<file path="config.mk">
export PLATFORM = sky130hd
export DESIGN_NAME = irqv_dispatch
export DESIGN_NICKNAME = d
export VERILOG_FILES = /design/src/rtl/irqv_pkg.sv /design/src/rtl/irqv_req_arb.sv /design/src/rtl/irqv_addr_gen.sv /design/src/rtl/irqv_fetch_fsm.sv /design/src/rtl/irqv_dispatch.sv
export SDC_FILE = /design/constraint.sdc
export NUM_CORES = 1
export LEC_CHECK = 0
export BUFFER_PORTS_ARGS = -buffer_cell sky130_fd_sc_hd__buf_2
export CAP_MARGIN = 20
export CORE_ASPECT_RATIO = 0.75
export CORE_MARGIN = 3
export CORE_UTILIZATION = 45
export CTS_BUF_LIST = sky130_fd_sc_hd__clkbuf_8
export DETAILED_ROUTE_END_ITERATION = 16
export PLACE_DENSITY = 0.83
export SLEW_MARGIN = 20
export SYNTH_ARGS = -nofsm -noshare
export SYNTH_HDL_FRONTEND = slang
export SYNTH_SLANG_ARGS = --single-unit
</file>
<file path="constraint.sdc">
create_clock -name clk -period 6.2 [get_ports clk]
set_input_delay 0.31 -clock clk [delete_from_list [all_inputs] [get_ports clk]]
set_output_delay 0.31 -clock clk [all_outputs]
set_load 0.02 [all_outputs]
</file>
<file path="src/rtl/irqv_pkg.sv">
package irqv_pkg;

  typedef enum logic [1:0] {
    ST_IDLE     = 2'd0,
    ST_FETCH_IP = 2'd1,
    ST_FETCH_SP = 2'd2,
    ST_LOAD     = 2'd3
  } disp_state_t;

  localparam int ENTRY_SHIFT = 3;

endpackage

</file>
<file path="src/rtl/irqv_req_arb.sv">
module irqv_req_arb #(
  parameter int ID_W = 5
) (
  input  logic            clk,
  input  logic            rst,
  input  logic            idle,
  input  logic            hwint_en,
  input  logic            hw_req,
  input  logic [ID_W-1:0] hw_id,
  input  logic            sw_req,
  input  logic [ID_W-1:0] sw_id,
  output logic            take,
  output logic [ID_W-1:0] take_id
);

  logic            pend_q;
  logic [ID_W-1:0] pend_id_q;
  logic            hw_take;

  // Software first; a pending device request waits for the enable flag.
  assign hw_take = idle && !sw_req && pend_q && hwint_en;
  assign take    = idle && (sw_req || (pend_q && hwint_en));
  assign take_id = sw_req ? sw_id : pend_id_q;

  always_ff @(posedge clk) begin
    if (rst) begin
      pend_q    <= 1'b0;
      pend_id_q <= '0;
    end else begin
      if (hw_take) begin
        pend_q <= 1'b0;
      end
      if (hw_req && (!pend_q || hw_take)) begin
        pend_q    <= 1'b1;
        pend_id_q <= hw_id;
      end
    end
  end

endmodule

</file>
<file path="src/rtl/irqv_addr_gen.sv">
module irqv_addr_gen #(
  parameter int ADDR_W = 32,
  parameter int ID_W   = 5
) (
  input  logic              clk,
  input  logic              rst,
  input  logic              base_wr_en,
  input  logic [ADDR_W-1:0] base_wr_data,
  input  logic [ID_W-1:0]   id,
  output logic [ADDR_W-1:0] entry_addr
);

  localparam int PAD_W = ADDR_W - ID_W - irqv_pkg::ENTRY_SHIFT;

  logic [ADDR_W-1:0] base_q;
  logic [ADDR_W-1:0] offset;

  assign offset     = {{PAD_W{1'b0}}, id, {irqv_pkg::ENTRY_SHIFT{1'b0}}};
  assign entry_addr = base_q + offset;

  always_ff @(posedge clk) begin
    if (rst) begin
      base_q <= '0;
    end else if (base_wr_en) begin
      base_q <= base_wr_data;
    end
  end

endmodule

</file>
<file path="src/rtl/irqv_fetch_fsm.sv">
module irqv_fetch_fsm #(
  parameter int ADDR_W = 32,
  parameter int DATA_W = 32
) (
  input  logic              clk,
  input  logic              rst,
  input  logic              take,
  input  logic [ADDR_W-1:0] entry_addr,
  input  logic [DATA_W-1:0] cur_sp,
  input  logic              mem_rd_valid,
  input  logic [DATA_W-1:0] mem_rd_data,
  output logic              idle,
  output logic              mem_rd_req,
  output logic [ADDR_W-1:0] mem_rd_addr,
  output logic              stall,
  output logic              load_strobe,
  output logic [DATA_W-1:0] new_ip,
  output logic [DATA_W-1:0] new_sp,
  output logic [DATA_W-1:0] new_fp
);
  import irqv_pkg::*;

  localparam logic [ADDR_W-1:0] WORD_BYTES = ADDR_W'(DATA_W / 8);

  disp_state_t state_q;

  assign idle = (state_q == ST_IDLE);

  always_ff @(posedge clk) begin
    if (rst) begin
      state_q     <= ST_IDLE;
      stall       <= 1'b0;
      mem_rd_req  <= 1'b0;
      mem_rd_addr <= '0;
      load_strobe <= 1'b0;
      new_ip      <= '0;
      new_sp      <= '0;
      new_fp      <= '0;
    end else begin
      load_strobe <= 1'b0;
      case (state_q)
        ST_IDLE: begin
          if (take) begin
            state_q     <= ST_FETCH_IP;
            stall       <= 1'b1;
            mem_rd_req  <= 1'b1;
            mem_rd_addr <= entry_addr;
            new_fp      <= cur_sp;
          end
        end
        ST_FETCH_IP: begin
          if (mem_rd_valid) begin
            new_ip      <= mem_rd_data;
            mem_rd_addr <= mem_rd_addr + WORD_BYTES;
            state_q     <= ST_FETCH_SP;
          end
        end
        ST_FETCH_SP: begin
          if (mem_rd_valid) begin
            new_sp      <= mem_rd_data;
            mem_rd_req  <= 1'b0;
            load_strobe <= 1'b1;
            state_q     <= ST_LOAD;
          end
        end
        ST_LOAD: begin
          stall   <= 1'b0;
          state_q <= ST_IDLE;
        end
        default: state_q <= ST_IDLE;
      endcase
    end
  end

endmodule

</file>
<file path="src/rtl/irqv_dispatch.sv">
module irqv_dispatch #(
  parameter int ADDR_W = 32,
  parameter int DATA_W = 32,
  parameter int ID_W   = 5
) (
  input  logic              clk,
  input  logic              rst,
  input  logic              base_wr_en,
  input  logic [ADDR_W-1:0] base_wr_data,
  input  logic              hwint_en,
  input  logic              hw_req,
  input  logic [ID_W-1:0]   hw_id,
  input  logic              sw_req,
  input  logic [ID_W-1:0]   sw_id,
  input  logic [DATA_W-1:0] cur_sp,
  output logic              mem_rd_req,
  output logic [ADDR_W-1:0] mem_rd_addr,
  input  logic              mem_rd_valid,
  input  logic [DATA_W-1:0] mem_rd_data,
  output logic              stall,
  output logic              load_strobe,
  output logic [DATA_W-1:0] new_ip,
  output logic [DATA_W-1:0] new_sp,
  output logic [DATA_W-1:0] new_fp
);

  logic              idle;
  logic              take;
  logic [ID_W-1:0]   take_id;
  logic [ADDR_W-1:0] entry_addr;

  irqv_req_arb #(.ID_W(ID_W)) u_arb (
    .clk      (clk),
    .rst      (rst),
    .idle     (idle),
    .hwint_en (hwint_en),
    .hw_req   (hw_req),
    .hw_id    (hw_id),
    .sw_req   (sw_req),
    .sw_id    (sw_id),
    .take     (take),
    .take_id  (take_id)
  );

  irqv_addr_gen #(.ADDR_W(ADDR_W), .ID_W(ID_W)) u_addr (
    .clk          (clk),
    .rst          (rst),
    .base_wr_en   (base_wr_en),
    .base_wr_data (base_wr_data),
    .id           (take_id),
    .entry_addr   (entry_addr)
  );

  irqv_fetch_fsm #(.ADDR_W(ADDR_W), .DATA_W(DATA_W)) u_fsm (
    .clk          (clk),
    .rst          (rst),
    .take         (take),
    .entry_addr   (entry_addr),
    .cur_sp       (cur_sp),
    .mem_rd_valid (mem_rd_valid),
    .mem_rd_data  (mem_rd_data),
    .idle         (idle),
    .mem_rd_req   (mem_rd_req),
    .mem_rd_addr  (mem_rd_addr),
    .stall        (stall),
    .load_strobe  (load_strobe),
    .new_ip       (new_ip),
    .new_sp       (new_sp),
    .new_fp       (new_fp)
  );

endmodule

</file>
==> impl_results.md <==
- Status: finished, final reports clean
- Final period util: 50.3%
- First-pass GRT wire length: approximately 35 mm
- # IOs: about 240
- Clock Latency Late Sink: 0.45 ns
- Hold Path Stages: 3
- DP Area: between 8000 and 9000 µm²
- Final Max Tran Viols: 0
- CP bufs+invs: 3
- Final Hold Vio Count: 0
- Crit Path Category: reg -> reg
- Critical Path Slowest Stage Cell: a22oi_1
- Max cap viols: 0
- Final Setup Violations: 0
- Layout cells sized above 1: 26.0%
- Nets: 1282
- Post-Syn Nets: 1069
- Ys flop type: dfxtp_1
- Endpoint class of the critical path: flop
- Asr flop ratio synth: 0%
- Gr usage total: approximately a quarter
- Worst Hold Path EP: u_arb.pend_q
- Mapped Area: 7560 µm²
- Leading cell type in the layout, fill and taps excluded: nand2_1
- Crit-path cells: inv_1, ha_1, nor2b_1, a22oi_1, o21ai_1, buf_4, nor2_1, buf_4, o21ai_0, a31oi_1
- # Post-CTS Setup Buffers: 0
- Setup TNS: 0 ns
- Vias per inst: approximately 5.4
- Initial antenna violation count: 2
- R2r endpoint: u_fsm.mem_rd_addr[8]
- Reg2Reg Setup Slack: about 3 ns
- Finished Core Util: 57.3%
- Worst min path class: in -> reg
- Worst path arrival time: 3.49 ns
- DRT iter0 DRCs: 695
- DP Wirelength: 16.3 mm
- Fin Clk Skew: 0.0177 ns
- WP depth: 10
- Most frequent cells in the layout: 254 x nand2_1, 242 x buf_2, 171 x dfxtp_1
- Sequential area share after synthesis: 45.3%
- Worst r2r src: u_fsm.state_q[0]
- Worst hold start: hw_req
- Most common cell on crit path: buf_4
- VDD IR-drop max: 0.000180 V
- CTS buffer count: 17
- Yosys warning count: 0
- Drt drc: 0
- Finished Cell Area: roughly 9300 µm²
- Worst path top cell family by delay: compound AO/OA/AOI/OAI gates
- CTS Buffer Depth: 2
- RSZ-0062 raised after global routing: false
- Routed Antenna Nets: 0
- Fmax: approximately 0.32 GHz
- Worst Reg-to-Reg Cells: 10
- FP Rows: 40
- Number of global-route vias before repair: 6670
- Die Wd: 156 µm
- Post-CTS Hold Buffers: 0
- Slew @ Worst Pin: 1.01 ns
- Average wire per standard cell: between 15 and 20 µm
- Final wirelength: 22.6 mm
- Syn_area_per_cell: 8.01 µm²
- Chip height: 118 µm
- Pwr dens: around 360 nW/µm²
- Core area: approximately 16000 µm²
- Total grt overflow: 0
- I/O Buffers: 243
- Fin crit period: 3.12 ns
- CP startpoint kind: flop
- Via count: 7520
- H-tree depth: 4
- DRT Pass-1 Iters: 5
- Leakage Power: 4.04 nW
- Worst relative slew slack: 33.0%
- CTS clk-pin slew, worst paths: 0.09 ns
- Initial Utilization: around 47%
- Clock root buffer master: clkbuf_8
- Register bit total from synthesis: 171
- Clock sink count: between 150 and 200
- Crit path required time: between 6 and 7 ns
- CTS tree: yes
- Routability cong.: 0.977
- CP peak stage delay: 0.54 ns
- Die Area: 18400 µm²
- Netlist cell types: 60
- Number of flops mapped to enable cells by yosys: 0
- Largest net degree at the start of global routing: roughly 90
- Layout Area Growth over Synthesis: 22.9%
- Cell count after synthesis: 944
- Post-CTS Resized: 0
- Critical Path Fanout Max: 18
[area by class of cell]
type	count	area [µm²]
Antenna cell	2	5.00
Sequential cell	171	3420
Timing Repair Buffer	254	1300
Clock inverter	14	149
Tap cell	210	263
Fill cell	1504	6920
Clock buffer	17	234
Inverter	12	45.0
Multi-Input combinational cell	701	3870
[state kept, by name, indices dropped and copies added, names as in the netlist]
name and count:
u_fsm.new_fp 32, u_fsm.load_strobe 1, u_fsm.stall 1, u_arb.pend_q 1
u_fsm.state_q 2, u_fsm.new_sp 32, u_fsm.mem_rd_req 1, u_fsm.mem_rd_addr 32
u_arb.pend_id_q 5, u_addr.base_q 32, u_fsm.new_ip 32
[cell families after synthesis]
family                   count (synthesis)  share of synthesized area, %
adder cells (fa/ha/maj)                 12                          2.08
AO/OA/AOI/OAI                          201                          16.0
flip-flops                             171                          45.3
buffers and inverters                   72                          3.64
AND/OR/NAND/NOR                        416                          23.9
XOR/XNOR                                26                          3.01
multiplexers                            46                          6.15
[metal layers]
layer	vias to the layer above	GRT usage (%)	part of all wire (%)
li1	3672	-	-
met3	40	6.33	9.0
met4	0	7.98	2.5
met1	3433	33.4	46
met2	375	34.1	42
met5	-	0	0
[through the flow]
| step | power (mW) | hold WS, ns | setup WS [ns] | cells |
|---|---|---|---|---|
| global route | 3.50 | 0.0594 | 2.78 | 1381 |
| global placement | 2.51 | 0.439 | 2.91 | 1348 |
| finish | 3.32 | 0.0825 | 3.08 | 1381 |
| floorplan | 2.14 | 0.427 | 3.56 | 944 |
| detailed placement | 2.54 | 0.443 | 2.75 | 1348 |
| CTS | 3.33 | 0.0458 | 3.08 | 1379 |
[worst register-to-register path, stage by stage (launching register included)]
cell	delay [ns]
dfxtp_1	0.41
inv_1	0.11
ha_1	0.30
nor2b_1	0.21
a22oi_1	0.54
o21ai_1	0.14
buf_4	0.24
nor2_1	0.52
buf_4	0.32
o21ai_0	0.11
a31oi_1	0.16
[Yosys cell counts (2+ instances only)]
| master | number | share of area [%] |
|---|---|---|
| buf_2 | 4 | 0.26 |
| mux2i_1 | 42 | 5.6 |
| dfxtp_1 | 171 | 45 |
| o21ai_1 | 3 | 0.20 |
| nor4b_1 | 2 | 0.23 |
| or3_1 | 5 | 0.41 |
| nor3_1 | 15 | 0.99 |
| a32oi_1 | 2 | 0.23 |
| o211ai_1 | 3 | 0.30 |
| o31ai_1 | 2 | 0.20 |
| inv_1 | 11 | 0.55 |
| or4_1 | 6 | 0.60 |
| and3_1 | 4 | 0.33 |
| nand3_1 | 21 | 1.4 |
| ha_1 | 11 | 1.8 |
| buf_1 | 6 | 0.30 |
| and4_1 | 3 | 0.35 |
| o21ai_0 | 15 | 0.99 |
| xor2_1 | 20 | 2.3 |
| xnor2_1 | 6 | 0.69 |
| a2111oi_2 | 4 | 0.79 |
| nor2b_1 | 2 | 0.17 |
| a31oi_1 | 12 | 0.99 |
| mux2_2 | 4 | 0.60 |
| a21oi_1 | 121 | 8.0 |
| a21o_1 | 2 | 0.20 |
| nand2_1 | 254 | 13 |
| o22ai_1 | 4 | 0.33 |
| o21a_1 | 6 | 0.60 |
| nor4_1 | 6 | 0.50 |
| nand4_1 | 13 | 1.1 |
| and2_1 | 5 | 0.41 |
| nand2b_1 | 2 | 0.17 |
| a221oi_1 | 4 | 0.46 |
| a211oi_1 | 10 | 0.99 |
| a22oi_1 | 2 | 0.20 |
| clkbuf_1 | 50 | 2.5 |
| nor2_1 | 69 | 3.4 |
[where the power goes]
part	internal [mW]	total, mW	switching [mW]
clock network	0.360	0.784	0.425
registers	1.27	1.41	0.145
logic	0.369	1.12	0.752
total	1.99	3.32	1.32
[worst max path at each step]
stage                        from                     to  slack [ns]
2_1_floorplan              sw_req  u_fsm.mem_rd_addr[31]        3.56
3_3_place_gp               sw_req  u_fsm.mem_rd_addr[24]        2.91
3_5_place_dp               sw_req  u_fsm.mem_rd_addr[24]        2.75
4_1_cts        u_arb.pend_id_q[4]  u_fsm.mem_rd_addr[24]        3.08
5_1_grt          u_fsm.state_q[0]   u_fsm.mem_rd_addr[8]        2.78
6_report         u_fsm.state_q[0]   u_fsm.mem_rd_addr[8]        3.08
Note: power is estimated with default switching activity, not from simulation.
